==> src/rtl/tw_cfg_pkg.sv <==
package tw_cfg_pkg;
    localparam int WORD_W = 22;
    localparam int CTRL_W = 2;
    localparam int REF_W  = 15;
    localparam int SWAL_W = 7;
    localparam int MAIN_W = 11;
    localparam int SYNC_STAGES = 2;

    typedef enum logic [CTRL_W-1:0] {
        DEST_CH2_REF = 2'b00,
        DEST_CH1_REF = 2'b01,
        DEST_CH2_FB  = 2'b10,
        DEST_CH1_FB  = 2'b11
    } dest_e;
endpackage

==> src/rtl/tw_sync.sv <==
module tw_sync #(
    parameter int N      = 3,
    parameter int STAGES = 2
) (
    input  logic         clk,
    input  logic         rst_n,
    input  logic [N-1:0] async_i,
    output logic [N-1:0] sync_o
);
    logic [STAGES-1:0][N-1:0] stg_d, stg_q;

    always_comb begin
        stg_d[0] = async_i;
        for (int s = 1; s < STAGES; s++) begin
            stg_d[s] = stg_q[s-1];
        end
    end

    always_ff @(posedge clk or negedge rst_n) begin
        if (!rst_n) stg_q <= '0;
        else        stg_q <= stg_d;
    end

    assign sync_o = stg_q[STAGES-1];
endmodule

==> src/rtl/tw_shifter.sv <==
module tw_shifter #(
    parameter int WORD_W = 22
) (
    input  logic              clk,
    input  logic              rst_n,
    input  logic              sclk_s,
    input  logic              sdat_s,
    input  logic              sle_s,
    output logic [WORD_W-1:0] word_o,
    output logic              load_o
);
    typedef struct packed {
        logic              sclk_prev;
        logic              le_prev;
        logic [WORD_W-1:0] sr;
        logic              load;
    } shift_t;

    shift_t st_d, st_q;

    always_comb begin
        st_d           = st_q;
        st_d.sclk_prev = sclk_s;
        st_d.le_prev   = sle_s;
        st_d.load      = sle_s & ~st_q.le_prev;
        if (sclk_s && !st_q.sclk_prev && !sle_s) begin
            st_d.sr = {st_q.sr[WORD_W-2:0], sdat_s};
        end
    end

    always_ff @(posedge clk or negedge rst_n) begin
        if (!rst_n) st_q <= '0;
        else        st_q <= st_d;
    end

    assign word_o = st_q.sr;
    assign load_o = st_q.load;

    // while load-enable is high the register must not move
    assert_le_freezes_R8: assert property (@(posedge clk) disable iff (!rst_n)
        sle_s |=> $stable(word_o));
    // a commit request never lasts two cycles in a row
    assert_load_single_R9: assert property (@(posedge clk) disable iff (!rst_n)
        load_o |=> !load_o);
endmodule

==> src/rtl/tw_latch_bank.sv <==
module tw_latch_bank #(
    parameter int WORD_W = 22,
    parameter int CTRL_W = 2,
    parameter int REF_W  = 15,
    parameter int FB_W   = 18
) (
    input  logic                          clk,
    input  logic                          rst_n,
    input  logic [WORD_W-1:0]             word_i,
    input  logic                          load_i,
    output logic [1:0][REF_W-1:0]         ref_o,
    output logic [1:0][FB_W-1:0]          fb_o,
    output logic [(2**CTRL_W)-1:0]        upd_o
);
    localparam int NDEST = 2 ** CTRL_W;
    localparam int NCH   = 2;

    typedef struct packed {
        logic [NCH-1:0][REF_W-1:0] ref_lat;
        logic [NCH-1:0][FB_W-1:0]  fb_lat;
        logic [NDEST-1:0]          upd;
    } bank_t;

    bank_t bk_d, bk_q;
    logic [CTRL_W-1:0] sel;
    logic unused_hi;

    assign sel       = word_i[CTRL_W-1:0];
    assign unused_hi = ^word_i[WORD_W-1:CTRL_W+FB_W];

    always_comb begin
        bk_d     = bk_q;
        bk_d.upd = '0;
        if (load_i) begin
            bk_d.upd[sel] = 1'b1;
            if (sel[CTRL_W-1]) bk_d.fb_lat[sel[0]]  = word_i[CTRL_W +: FB_W];
            else               bk_d.ref_lat[sel[0]] = word_i[CTRL_W +: REF_W];
        end
    end

    always_ff @(posedge clk or negedge rst_n) begin
        if (!rst_n) bk_q <= '0;
        else        bk_q <= bk_d;
    end

    assign ref_o = bk_q.ref_lat;
    assign fb_o  = bk_q.fb_lat;
    assign upd_o = bk_q.upd;

    assert_strobe_onehot_R7: assert property (@(posedge clk) disable iff (!rst_n)
        $onehot0(upd_o));
    assert_load_gives_strobe_R7: assert property (@(posedge clk) disable iff (!rst_n)
        load_i |=> ($countones(upd_o) == 1));

    for (genvar i = 0; i < NDEST; i++) begin : g_chk
        localparam int CH = i % 2;
        if (i < 2) begin : g_ref
            assert_hold_ref_R6: assert property (@(posedge clk) disable iff (!rst_n)
                !upd_o[i] |-> $stable(ref_o[CH]));
            assert_ref_field_R4: assert property (@(posedge clk) disable iff (!rst_n)
                upd_o[i] |-> (ref_o[CH] == $past(word_i[CTRL_W +: REF_W])));
        end else begin : g_fb
            assert_hold_fb_R6: assert property (@(posedge clk) disable iff (!rst_n)
                !upd_o[i] |-> $stable(fb_o[CH]));
            assert_fb_field_R5: assert property (@(posedge clk) disable iff (!rst_n)
                upd_o[i] |-> (fb_o[CH] == $past(word_i[CTRL_W +: FB_W])));
        end
    end
endmodule

==> src/rtl/tw_cfg_loader.sv <==
module tw_cfg_loader
    import tw_cfg_pkg::*;
#(
    parameter int P_WORD_W = WORD_W,
    parameter int P_REF_W  = REF_W,
    parameter int P_SWAL_W = SWAL_W,
    parameter int P_MAIN_W = MAIN_W,
    parameter int P_STAGES = SYNC_STAGES
) (
    input  logic                clk,
    input  logic                rst_n,
    input  logic                ser_clk,
    input  logic                ser_data,
    input  logic                ser_le,
    output logic [P_REF_W-1:0]  ch1_ref_div,
    output logic [P_REF_W-1:0]  ch2_ref_div,
    output logic [P_SWAL_W-1:0] ch1_swallow,
    output logic [P_MAIN_W-1:0] ch1_main,
    output logic [P_SWAL_W-1:0] ch2_swallow,
    output logic [P_MAIN_W-1:0] ch2_main,
    output logic [3:0]          upd_strobe
);
    localparam int FB_W = P_SWAL_W + P_MAIN_W;

    logic [2:0]              lines_s;
    logic [P_WORD_W-1:0]     word;
    logic                    load;
    logic [1:0][P_REF_W-1:0] ref_lat;
    logic [1:0][FB_W-1:0]    fb_lat;

    tw_sync #(.N(3), .STAGES(P_STAGES)) u_sync (
        .clk    (clk),
        .rst_n  (rst_n),
        .async_i({ser_le, ser_data, ser_clk}),
        .sync_o (lines_s)
    );

    tw_shifter #(.WORD_W(P_WORD_W)) u_shift (
        .clk   (clk),
        .rst_n (rst_n),
        .sclk_s(lines_s[0]),
        .sdat_s(lines_s[1]),
        .sle_s (lines_s[2]),
        .word_o(word),
        .load_o(load)
    );

    tw_latch_bank #(
        .WORD_W(P_WORD_W), .CTRL_W(CTRL_W), .REF_W(P_REF_W), .FB_W(FB_W)
    ) u_bank (
        .clk   (clk),
        .rst_n (rst_n),
        .word_i(word),
        .load_i(load),
        .ref_o (ref_lat),
        .fb_o  (fb_lat),
        .upd_o (upd_strobe)
    );

    // channel index 0 is channel 2, index 1 is channel 1 (low control bit)
    assign ch2_ref_div = ref_lat[0];
    assign ch1_ref_div = ref_lat[1];
    assign ch2_swallow = fb_lat[0][P_SWAL_W-1:0];
    assign ch2_main    = fb_lat[0][FB_W-1:P_SWAL_W];
    assign ch1_swallow = fb_lat[1][P_SWAL_W-1:0];
    assign ch1_main    = fb_lat[1][FB_W-1:P_SWAL_W];
endmodule

==> config.mk <==
export PLATFORM = sky130hd
export DESIGN_NAME = tw_cfg_loader
export DESIGN_NICKNAME = d
export VERILOG_FILES = /design/src/rtl/tw_cfg_pkg.sv /design/src/rtl/tw_sync.sv /design/src/rtl/tw_shifter.sv /design/src/rtl/tw_latch_bank.sv /design/src/rtl/tw_cfg_loader.sv
export SDC_FILE = /design/constraint.sdc
export NUM_CORES = 1
export LEC_CHECK = 0
export BUFFER_PORTS_ARGS = -buffer_cell sky130_fd_sc_hd__buf_2
export CORE_UTILIZATION = 52
export CTS_CLUSTER_DIAMETER = 30
export DETAILED_ROUTE_END_ITERATION = 10
export PLACE_DENSITY = 0.79
export RECOVER_POWER = 25
export SETUP_SLACK_MARGIN = 0.02
export SKIP_LAST_GASP = 1
export SYNTH_ARGS = -nofsm -noshare
export SYNTH_HDL_FRONTEND = slang
export SYNTH_SLANG_ARGS = --single-unit
==> constraint.sdc <==
create_clock -name clk -period 2.8 [get_ports clk]
set_input_delay 0.14 -clock clk [delete_from_list [all_inputs] [get_ports clk]]
set_output_delay 0.14 -clock clk [all_outputs]
set_load 0.01 [all_outputs]
==> results of run 1 <==
-- per-layer routing --
| metal | vias to the layer above | track usage (%) |
|---|---|---|
| li1 | 877 | - |
| met1 | 1007 | 25.74 |
| met2 | 45 | 29.03 |
| met3 | 12 | 4.669 |
| met4 | 0 | 8.320 |
| met5 | - | 0 |
-- layout make-up --
class                      count  area [sq um]  share of cell area (%)
clock buffer                  10         137.6                   3.259
clock inverter                 6         87.58                   2.074
inverter                       3         11.26                  0.2667
multi-input combinational     92          1042                   24.68
sequential                    99          2477                   58.67
tap                           77         96.34                   2.281
timing repair buffer          82         370.4                   8.770
-- cells in the final DEF (no fill, tap or decap), drive strengths merged --
cell type,n
nand3b,2
inv,4
buf,20
nor2b,1
dlygate4sd3,4
nor3b,2
mux2,86
dfrtp,99
bufinv,2
nand3,1
clkbuf,68
clkinv,3
-- flip-flops by register name, summed over array words and instances (netlist names) --
register and cells:
u_bank.fb_o 36, u_bank.ref_o 30, u_shift.word_o 20, u_bank.upd_o 4, u_sync.stg_d 3, u_sync.sync_o 3
u_shift.st_q 2, u_shift.load_o 1
-- kinds of logic (layout without fill, tap and decap cells) --
family | count (synthesis) | in the layout
muxes | 86 | 86
buffers and inverters | 11 | 101
and+or+nand+nor | 6 | 6
DFF | 99 | 99
-- per-stage QoR --
step                total power [uW]  hold slack [ns]  area, sq um
finish                          3325           0.3550         4223
CTS                             3399           0.3554         4295
global route                    3486           0.3628         4223
global placement                2368           0.2495         4030
detailed placement              2401           0.2493         4030
floorplan                       2135          -0.1556         3587
-- final timing paths --
path | slack [ns] | endpoint
hold reg to reg | 0.36 | u_sync.sync_o[0]$_DFF_PN0_
setup / recovery | 0.87 | u_bank.fb_o[12]$_DFFE_PN0P_
setup reg to reg | 0.87 | u_bank.fb_o[12]$_DFFE_PN0P_
min in group asynchronous | 0.45 | u_shift.word_o[2]$_DFFE_PN0P_
max in group asynchronous | 1.60 | u_bank.fb_o[24]$_DFFE_PN0P_
hold / removal | 0.36 | u_sync.sync_o[0]$_DFF_PN0_
-- cells in the mapped netlist --
library cell and n:
sky130_fd_sc_hd__nand3b_2 1, sky130_fd_sc_hd__buf_4 1, sky130_fd_sc_hd__buf_2 4, sky130_fd_sc_hd__nand3_4 1, sky130_fd_sc_hd__buf_6 3, sky130_fd_sc_hd__nor3b_4 1
sky130_fd_sc_hd__nand3b_1 1, sky130_fd_sc_hd__nor3b_1 1, sky130_fd_sc_hd__mux2_2 86, sky130_fd_sc_hd__nor2b_1 1, sky130_fd_sc_hd__dfrtp_1 99, sky130_fd_sc_hd__inv_1 3
-- power breakdown --
part / internal [uW] / switching [uW] / total [uW]
combinational: 259 / 251 / 509
clock: 529 / 468 / 997
sequential: 1640 / 175 / 1820
-- what timing repair did --
item / 4_1_cts / 5_1_grt
hold endpoints to repair: 75 / 0
endpoints found under the setup margin: 0 / 0
gates resized for setup: 0 / 0
hold buffers: 4 / 0
==> results list, run 1 <==
* Startpoint type of the worst setup path: flop
- The finished layout holds 369 standard cells, fillers aside.
* Crit path cell chain: nand3b_1 -> mux2_2
- Delay of the slowest cell on the worst path: 0.78 ns
* Global-route wire length before repair: 10,140 um
- Of the total synthesized cell area, the portion taken by full adders, half adders and majority gates is 0%.
- In this run, distinct cell masters in the synthesized netlist total 12.
* Inserted Clock Buffers: 9
- Setup repair after global routing left no endpoint under its margin.
* Max-cap violation count: 0
* Final setup skew: 0.01106 ns
- Fill cell count: 492
- The post-route netlist has 43.15% of its cells at a drive strength greater than 1.
* Launching instance or port of the critical path: u_shift.word_o[0]$_DFFE_PN0P_
* Number of global-route vias before repair: 1,943
- The run finished with clean final reports.
- The detailed router placed 1,941 vias in this run.
- Number of placement rows: 29
* Total number of nets in the final design: 292
- STA puts the critical path data required time at 3.04 ns.
- Cells fill 65.02% of the core in the end.
- CP max stage cell: sky130_fd_sc_hd__nand3b_1
* Critical path arrival: 2.17 ns
- Io pins: 75
- DR WL met2: 3021 um
- Complex-gate fraction of the synthesized area: 0%
- CP max FO: 19
- Once detailed placement completed, the half-perimeter wirelength came to 4093 um.
* Number of warnings issued by yosys: 0
- In this run the post-CTS setup repair buffer count came out at 0.
- Based on the critical path, the design can be clocked at up to 517.6 MHz.
- Area of the core: 6495 sq um
- The number of antenna diodes in the final layout is 0.
* TNS Setup: 0 ns
- Detailed-route DRC error count: 0
- Clock latency of the later-clocked register in the worst-skew pair: 0.35 ns
* Sequential element share of the synthesized area: 69.06%
* Met1 routed wirelength after detailed routing: 2903 um
- Element type at the critical path end: flop
* #FFs+latches synth: 99
- The number of antenna violations at the first check in global routing came to 0.
- Class of the tightest hold or removal check: reg2reg
- The top cell type by area accounts for 69.06% of the synthesized area.
- The final max-slew violation count was 0.
* Largest family of logic cells by synthesized area: multiplexers
- During placement, the flow inserted port buffers numbering 74.
- The number of nets in the synthesized netlist is 207.
- Number of nets still failing antenna checks after routing: 0
- After synthesis, the cell types taking the most area are sky130_fd_sc_hd__dfrtp_1, sky130_fd_sc_hd__mux2_2, sky130_fd_sc_hd__buf_6, sky130_fd_sc_hd__buf_2, sky130_fd_sc_hd__nor3b_4.
* Number of iterations in the first detailed-routing pass: 2
- Of the post-synthesis cell area, the part taken by muxes is 27.00%.
* Pin slew with the least headroom to its limit: 0.9626 ns
- Detailed route wirelength on metal3: 228 um
* Critical path depth in cells: 2
* Dpl cells: 349
- The area growth from synthesis to layout is 17.72%.
- Largest vdd supply drop: 0.4982 mV
- Counting every instance in the synthesized netlist gives 202.
* Final worst path period share: 69.00%
- Measured along the y axis, the die boundary spans 85.06 um.
- In this run the critical register-to-register path is launched from u_shift.word_o[0]$_DFFE_PN0P_.
- Broken down by cell family, the worst path's largest delay share belongs to simple AND/OR/NAND/NOR gates.
- DIE WIDTH: 85.06 um
- Clock tree from TritonCTS: done
- Across every metal layer, demand over resource in global routing totals 18.86%.
- After detailed routing, the number of vias per cell comes to 5.260.
- Routed WL per cell: 17.01 um
- At the end of routability-driven placement, the weighted congestion stood at 0.6905.
- Post-layout min period: 1.932 ns
- Each instance of the synthesized netlist takes up on average 17.76 sq um.
- After the first detailed-routing iteration, the DRC count stood at 93.
* Leakage: 0.002146 uW
- The worst hold path was traced through 0 stages.
- Number of sinks handled by clock tree synthesis: 99
- DIE AREA: 7234 sq um
* Max-slew headroom: 35.63%
- After Yosys synthesis, and, or, nand and nor cells account for 1.918% of the synthesized area.
- Category of the most critical setup path: reg2reg
- Fin. Hold Viols: 0
* Synth Cell Area: 3587 sq um
- Largest net degree at the start of global routing: 75
* Post-synthesis xor/xnor area fraction: 0%
- Final setup violation count: 0
* WP buf/inv: 0
- For this design the ratio of total power to cell area is 787.5 nW/um^2.
- Logic depth of the worst register-to-register path: 2
* Setup slack at placement: 0.8347 ns
* Clock slew at the register clock pins of the worst setup and hold paths: 0.09 ns
* Critical hold path startpoint: u_sync.stg_d[3]$_DFF_PN0_
- The largest total area in the synthesized netlist belongs to sky130_fd_sc_hd__dfrtp_1.
- Worst-case setup margin in the final layout: 0.8681 ns
- Summed over all layers, the routed wires come to 6275 um.
* Cell at the root of the clock tree: sky130_fd_sc_hd__clkbuf_8
* Highest metal used: met4
- In this run the deepest clock path goes through 2 buffers.
- The H-tree was split into 3 levels.
* Global route overflow: 0
* Initial Utilization: 55.23%
Power figures use the tool's default switching activity.
==> run 2, diff against run 1 <==
Clock period 2.8 ns to 2 ns, I/O delays scaled along.
==> results list, run 2 (synthesized netlist as in run 1, its figures left out) <==
- Run status: complete, no violations
- Category of the most critical setup path: reg2reg
- Global route overflow: 0 (unchanged)
- Number of nets still failing antenna checks after routing: 0 (unchanged)
- The maximum frequency from static timing analysis was 651.4 MHz (+26%).
- Compared with the post-synthesis result, the final layout area differs by 21.38%.
* Clock slew at the register clock pins of the worst setup and hold paths: 0.09 ns (about the same)
- Clock tree from TritonCTS: done
* DR vias/cell: 5.221 (-0.74%)
* Largest vdd supply drop: 0.4582 mV (-8.0%)
- The area occupied by multi-input gates came to 1042 sq um (unchanged).
* Element type at the critical path end: flop
- Max-cap violation count: 0 (unchanged)
* CTS max path bufs: 2 (unchanged)
- Class of the tightest hold or removal check: reg2reg
* Final worst path period share: 76.76% (+7.8 points)
- Most frequent standard cell in the layout excluding fill and tap cells: sky130_fd_sc_hd__dfrtp_1
- The fill cell instance count of the final layout is 451 (-8.3%).
- Register area: 2477 sq um (unchanged)
* Cell class contributing the biggest share of worst-path delay: simple AND/OR/NAND/NOR gates
- CP max stage cell: sky130_fd_sc_hd__nand3b_2
- The leakage power figure came to 0.002386 uW (+11%).
* PostCTS Resize Cnt: 0 (unchanged)
- Slew Viols, Final: 0 (unchanged)
- Crit path cell chain: nand3b_2 -> mux2_2
- Final setup violation count: 0 (unchanged)
* Largest net degree at the start of global routing: 53 (-29%)
* Detailed Route WL: 6212 um (-1.0%)
* Placer Congestion: 0.6753 (-2.2%)
- The via count of the routed design is 1,937 (-0.21%).
- The first-pass GRT wire length was 10,330 um (+1.9%).
- The sum of net half-perimeters after detailed placement came to 4092 um (about the same).
- The minimum hold slack was 0.3582 ns (+0.003168 ns).
- The actual slew at the worst max-slew pin came to 1.292 ns (+0.3297 ns).
- The maximum net fanout on the critical path is 16 (-3).
- CTS H-tree lvls: 3 (unchanged)
- The total power per unit cell area came to 1128 nW/um^2 (+43%).
* Post-layout min period: 1.535 ns (-0.3967 ns)
* Number of global-route vias before repair: 1,997 (+2.8%)
- The chip height came to 85.06 um (unchanged).
* Flip-flop count of the largest register, all copies and words added: 36 (unchanged)
- The latest clock arrival within the worst-skew pair is 0.35 ns (about the same).
- The longest individual stage delay on the worst path is 0.53 ns (-0.25 ns).
- The worst setup path is launched from a flop.
- Area of the core: 6495 sq um (unchanged)
* Proportion of layout cells with a drive suffix above 1: 60.88% (+18 points)
* Cell at the root of the clock tree: sky130_fd_sc_hd__clkbuf_8
* Io pins: 75 (unchanged)
- The horizontal die dimension is 85.06 um (unchanged).
- The number of antenna violations at the first check in global routing came to 0 (unchanged).
- The antenna cell count is 0 (unchanged).
* Number of placement rows: 29 (unchanged)
- WP buf/inv: 0 (unchanged)
* Most frequent cells in the layout: sky130_fd_sc_hd__dfrtp_1, sky130_fd_sc_hd__mux2_2, sky130_fd_sc_hd__buf_2, sky130_fd_sc_hd__clkbuf_8, sky130_fd_sc_hd__clkbuf_1
- The CTS buffer count was 9 (unchanged).
- Detailed-route DRC error count: 0 (unchanged)
* Final setup skew: 0.01275 ns (+0.001682 ns)
- Initial Utilization: 55.23% (unchanged)
- Number of iterations in the first detailed-routing pass: 3 (+1)
* Unrepaired setup endpoints after global routing: no
- The number of DRC markers after the initial detailed-route iteration was 81 (-13%).
- The detail-routed net length per standard cell came to 16.74 um (-1.5%).
* Port-buffer cells: 74 (unchanged)
* Critical path arrival: 1.77 ns (-0.40 ns)
- All-Layer GR Usage: 19.22% (+0.37 points)
- The required time at the endpoint of the critical path came to 2.24 ns (-0.80 ns).
* Max-slew headroom: 13.84% (-22 points)
* Total number of nets in the final design: 295 (+1.0%)
- The number of sinks on the clock net was 99 (unchanged).
* Fin. Hold Viols: 0 (unchanged)
- The final-layout setup total negative slack is 0 ns (unchanged).
- DIE AREA: 7234 sq um (unchanged)
run 2: changes by cell type in the layout (fill, tap and decap cells not counted), sizes merged:
cell	delta
buf	+53
bufinv	+2
clkbuf	-51
clkinv	-3
clkinvlp	+1
run 2: path summary, 6_finish.rpt:
path,start,end,slack [ns],cells after the start
max,u_shift.word_o[1]$_DFFE_PN0P_,u_bank.ref_o[18]$_DFFE_PN0P_,0.46,2
max in group asynchronous,rst_n,u_sync.sync_o[1]$_DFF_PN0_,0.57,3
min reg2reg,u_sync.stg_d[5]$_DFF_PN0_,u_sync.sync_o[2]$_DFF_PN0_,0.36,0
max reg2reg,u_shift.word_o[1]$_DFFE_PN0P_,u_bank.ref_o[18]$_DFFE_PN0P_,0.46,2
min in group asynchronous,rst_n,u_bank.ref_o[15]$_DFFE_PN0P_,0.56,2
min,u_sync.stg_d[5]$_DFF_PN0_,u_sync.sync_o[2]$_DFF_PN0_,0.36,0
run 2: layout make-up:
| cell class | instances | area share, % |
|---|---|---|
| sequential | 99 | 56.90 |
| multi-input combinational | 92 | 23.94 |
| tap | 77 | 2.213 |
| clock inverter | 6 | 3.132 |
| inverter | 3 | 0.2586 |
| timing repair buffer | 85 | 10.72 |
| clock buffer | 9 | 2.845 |
run 2: routing by layer:
layer	track usage (%)	up-vias	part of all wire, %
li1	-	881	-
met1	25.78	1009	46
met2	30.06	40	49
met3	5.253	7	3.9
met4	7.858	0	1.5
met5	0	-	0
run 2: timing repair:
item                                   4_1_cts  5_1_grt
setup buffers                                0        0
endpoints found under the hold margin       54        0
hold buffers                                 4        0
run 2: where the power goes:
| group | switching (uW) | internal (uW) | total [uW] |
|---|---|---|---|
| logic | 356 | 418 | 775 |
| clock network | 648 | 954 | 1600 |
| registers | 231 | 2300 | 2530 |
run 2: worst register-to-register path: cells and delay by family, from the launching register on:
| family | cells | cell delay, ns |
|---|---|---|
| simple gates | 1 | 0.53 |
| flops | 1 | 0.48 |
| mux | 1 | 0.41 |
run 2: metrics by stage:
stage	worst slack [ns]	util, %	instances	instance area, sq um	power [uW]
floorplan	0.5571	-	202	3587	2989
global placement	0.5096	62.59	352	4065	3321
detailed placement	0.4543	62.59	352	4065	3365
CTS	0.4299	67.21	371	4365	4972
global route	0.3210	67.04	371	4354	5131
finish	0.4649	67.04	371	4354	4910
==> run 3, diff against run 2 <==
Settings changed: ABC_AREA from default to 1.
Clock period 2 ns to 1.6 ns, I/O delays scaled along.
==> results list, run 3 <==
- Number of enable flip-flop cells after synthesis: 0 (unchanged)
- The actual slew at the worst max-slew pin is 0.7339 ns (-0.5585 ns).
* Cell variety after synth: 16 (+4)
* Number of global-route vias before repair: 2,834 (+42%)
- Synthesized-area fraction occupied by adder cells: 0% (unchanged)
- Sequential element share of the synthesized area: 63.91% (-5.1 points)
- Number of warnings issued by yosys: 0 (unchanged)
- Final worst path period share: 89.71% (+13 points)
- The mean instance size in the synthesized netlist is 9.715 sq um (-45%).
- Synth Cell Area: 3876 sq um (+8.1%)
- TNS Setup: 0 ns (unchanged)
- Area leader, netlist: sky130_fd_sc_hd__dfrtp_1
- The floorplan die area was 7804 sq um (+7.9%).
- By instance count, the leading cell after synthesis is sky130_fd_sc_hd__nand2_1.
- PostCTS Resize Cnt: 0 (unchanged)
- Multiplexer fraction of the synthesized cell area: 0% (-27 points)
* Total number of nets in the final design: 482 (+63%)
* Placer Congestion: 0.7589 (+12%)
* #FFs+latches synth: 99 (unchanged)
- Number of iterations in the first detailed-routing pass: 5 (+2)
* Non-filler instance count after layout: 580 (+56%)
* Largest family of logic cells by synthesized area: simple AND/OR/NAND/NOR gates
- The post-synthesis share of cell area spent on and, or, nand and nor gates came to 30.86% (+29 points).
- The fraction of final layout cells with drive strength greater than 1 came to 22.87% (-38 points).
- The cell count after placement is 561 (+59%).
- The final-report hold violation count is 0 (unchanged).
* Pwr per Cell Area: 1138 nW/um^2 (+0.94%)
* Final setup violation count: 0 (unchanged)
- The pin count of the biggest net entering global routing is 38 (-28%).
* Element type at the critical path end: flop
- Leaving out fill and tap cells, the most frequent cell in the layout is sky130_fd_sc_hd__nand2_1.
* Post-synthesis xor/xnor area fraction: 0% (unchanged)
- The path class of the tightest hold or removal check is in2async.
- Main flop type after synthesis: sky130_fd_sc_hd__dfrtp_1
* Complex-gate fraction of the synthesized area: 0% (unchanged)
- The worst vdd rail ir drop is 0.6644 mV (+45%).
- Critical path arrival: 1.68 ns (-0.09 ns)
- CP max FO: 23 (+7)
- The number of antenna violations at the first check in global routing came to 0 (unchanged).
- Unrepaired setup endpoints after global routing: no
- The critical path is of the reg2reg type.
* Initial Utilization: 53.73% (-1.5 points)
- Max-slew headroom: 51.08% (+37 points)
* Final HPWL from detailed placement: 5709 um (+40%)
* Cell types with the highest counts after synthesis: sky130_fd_sc_hd__nand2_1, sky130_fd_sc_hd__dfrtp_1, sky130_fd_sc_hd__nand4_1
* Global-route wire length before repair: 13,860 um (+34%)
- The number of placement rows was 31 (+6.9%).
- Critical register-to-register path startpoint: u_shift.word_o[1]$_DFFE_PN0P_
* Fill cell count: 638 (+41%)
* Inserted Clock Buffers: 9 (unchanged)
- Final design instance area without fill: 4548 sq um (+4.5%)
- The placed standard-cell area came to 4353 sq um (+7.1%).
- Routed WL per cell: 14.53 um (-13%)
- The required time at the endpoint of the critical path is 1.85 ns (-0.39 ns).
- In this run the worst setup path begins at u_shift.word_o[1]$_DFFE_PN0P_.
- The number of primary I/O pins was 75 (unchanged).
* DR vias/cell: 5.329 (+2.1%)
* CTS max path bufs: 2 (unchanged)
- Clock latency of the later-clocked register in the worst-skew pair: 0.37 ns (+0.02 ns)
- The area growth from synthesis to layout is 17.33%.
- Run status: complete, no violations
- Post-layout min period: 1.435 ns (-0.09972 ns)
- The library cells used most frequently in the layout, excluding fill and tap cells, are sky130_fd_sc_hd__nand2_1, sky130_fd_sc_hd__dfrtp_1, sky130_fd_sc_hd__buf_2, sky130_fd_sc_hd__nand4_1, sky130_fd_sc_hd__nand3_1.
- The maximum frequency from static timing analysis was 696.7 MHz (+6.9%).
- The horizontal die dimension came to 88.34 um (+3.9%).
* Slew Viols, Final: 0 (unchanged)
* Worst setup slack for register-to-register paths: 0.16 ns (-0.30 ns)
- Clock slew at the register clock pins of the worst setup and hold paths: 0.09 ns (about the same)
- The number of DRC markers after the initial detailed-route iteration is 306 (+280%).
- Leakage: 0.002704 uW (+13%)
* Number of antenna cells inserted: 0 (unchanged)
- The overall routed net length came to 8429 um (+36%).
- Leading post-synthesis cells by cell area: sky130_fd_sc_hd__dfrtp_1, sky130_fd_sc_hd__nand2_1, sky130_fd_sc_hd__nand4_1, sky130_fd_sc_hd__nand3_1, sky130_fd_sc_hd__nand3_4
* Port-buffer cells: 74 (unchanged)
- Synthesized instance count: 399 (+98%)
* Max-cap violation count: 0 (unchanged)
* Via count: 3,091 (+60%)
- Clock tree from TritonCTS: done
- Number of sinks handled by clock tree synthesis: 99 (unchanged)
- The post-synthesis async set-or-reset flop share came to 100.0% (unchanged).
- CTS H-tree lvls: 3 (unchanged)
* Share of the synthesized area in the top cell type: 63.91% (-5.1 points)
- Flip-flop count of the largest register, all copies and words added: 36 (unchanged)
- Post-Synthesis Net Count: 404 (+95%)
* Final setup skew: 0.01139 ns (-0.001357 ns)
- Area of the core: 7214 sq um (+11%)
- The DRC violations left came to 0 (unchanged).
- The worst setup path is launched from a flop.
* Die Span Y: 88.34 um (+3.9%)
- Global route overflow: 0 (unchanged)
* All-Layer GR Usage: 23.75% (+4.5 points)
- Number of nets still failing antenna checks after routing: 0 (unchanged)
- Cell at the root of the clock tree: sky130_fd_sc_hd__clkbuf_8
==> run 3: cell types whose count changed in the layout (fill, tap and decap cells not counted), moves of 7 or more <==
| cell | change |
|---|---|
| sky130_fd_sc_hd__nand2_1 | +191 |
| sky130_fd_sc_hd__mux2_2 | -86 |
| sky130_fd_sc_hd__nand4_1 | +53 |
| sky130_fd_sc_hd__nand3_1 | +16 |
| sky130_fd_sc_hd__buf_4 | +8 |
| sky130_fd_sc_hd__buf_2 | +7 |
==> run 3: layout make-up <==
| class | count | area (sq um) | share of cell area (%) |
|---|---|---|---|
| sequential | 99 | 2477 | 54.47 |
| multi-input combinational | 265 | 1196 | 26.30 |
| timing repair buffer | 94 | 530.5 | 11.66 |
| clock buffer | 10 | 127.6 | 2.806 |
| tap | 99 | 123.9 | 2.724 |
| clock inverter | 5 | 55.05 | 1.210 |
| inverter | 8 | 37.54 | 0.8253 |
==> run 3: kinds of logic (layout without fill, tap and decap cells) <==
kind of cell	Yosys count	in the layout
DFF	99	99
buffers and inverters	35	117
and+or+nand+nor	265	265
==> run 3: worst max-delay path, stage by stage (launching register included) <==
cell,delay [ns]
sky130_fd_sc_hd__dfrtp_1,0.38
sky130_fd_sc_hd__buf_4,0.23
sky130_fd_sc_hd__nor2_4,0.13
sky130_fd_sc_hd__nand2_1,0.32
sky130_fd_sc_hd__nand2_1,0.18
sky130_fd_sc_hd__nand2_1,0.07
==> run 3: worst paths after layout <==
check	to	depth (start not counted)
setup reg to reg	u_bank.ref_o[4]$_DFFE_PN0P_	5
max in group asynchronous	u_bank.fb_o[0]$_DFFE_PN0P_	3
hold / removal	u_shift.word_o[15]$_DFFE_PN0P_	2
hold reg to reg	u_sync.sync_o[0]$_DFF_PN0_	0
setup / recovery	u_bank.ref_o[4]$_DFFE_PN0P_	5
min in group clk	u_sync.stg_d[3]$_DFF_PN0_	2
==> run 3: per-layer routing <==
layer	GRT usage, %	wire (um)	vias to the layer above
met3	5.224	515	11
met1	32.14	3764	1499
met4	8.798	140	0
met2	37.97	4008	119
met5	0	0	-
li1	-	-	1462
==> run 3: timing repair <==
item,CTS,global route
hold buffers,4,0
setup endpoints to repair,0,0
buffers inserted,0,0
hold endpoints to repair,36,0
==> run 3: report_power, final <==
group	leakage, uW	internal [uW]	switching, uW
logic	0.00127	264	495
clock network	0.0000881	709	806
registers	0.00135	2710	192
total	0.00270	3680	1490
==> run 3: metrics by stage <==
stage	hold WS [ns]	worst slack, ns	utilization, %	total power, uW
after floorplan	-0.2156	0.4375	-	3375
after global placement	0.04486	0.2544	60.34	3675
after detailed placement	0.04672	0.1914	60.34	3709
after CTS	0.1879	0.1632	63.42	5222
after global routing	0.3416	0.03887	63.04	5417
final	0.2953	0.1646	63.04	5177
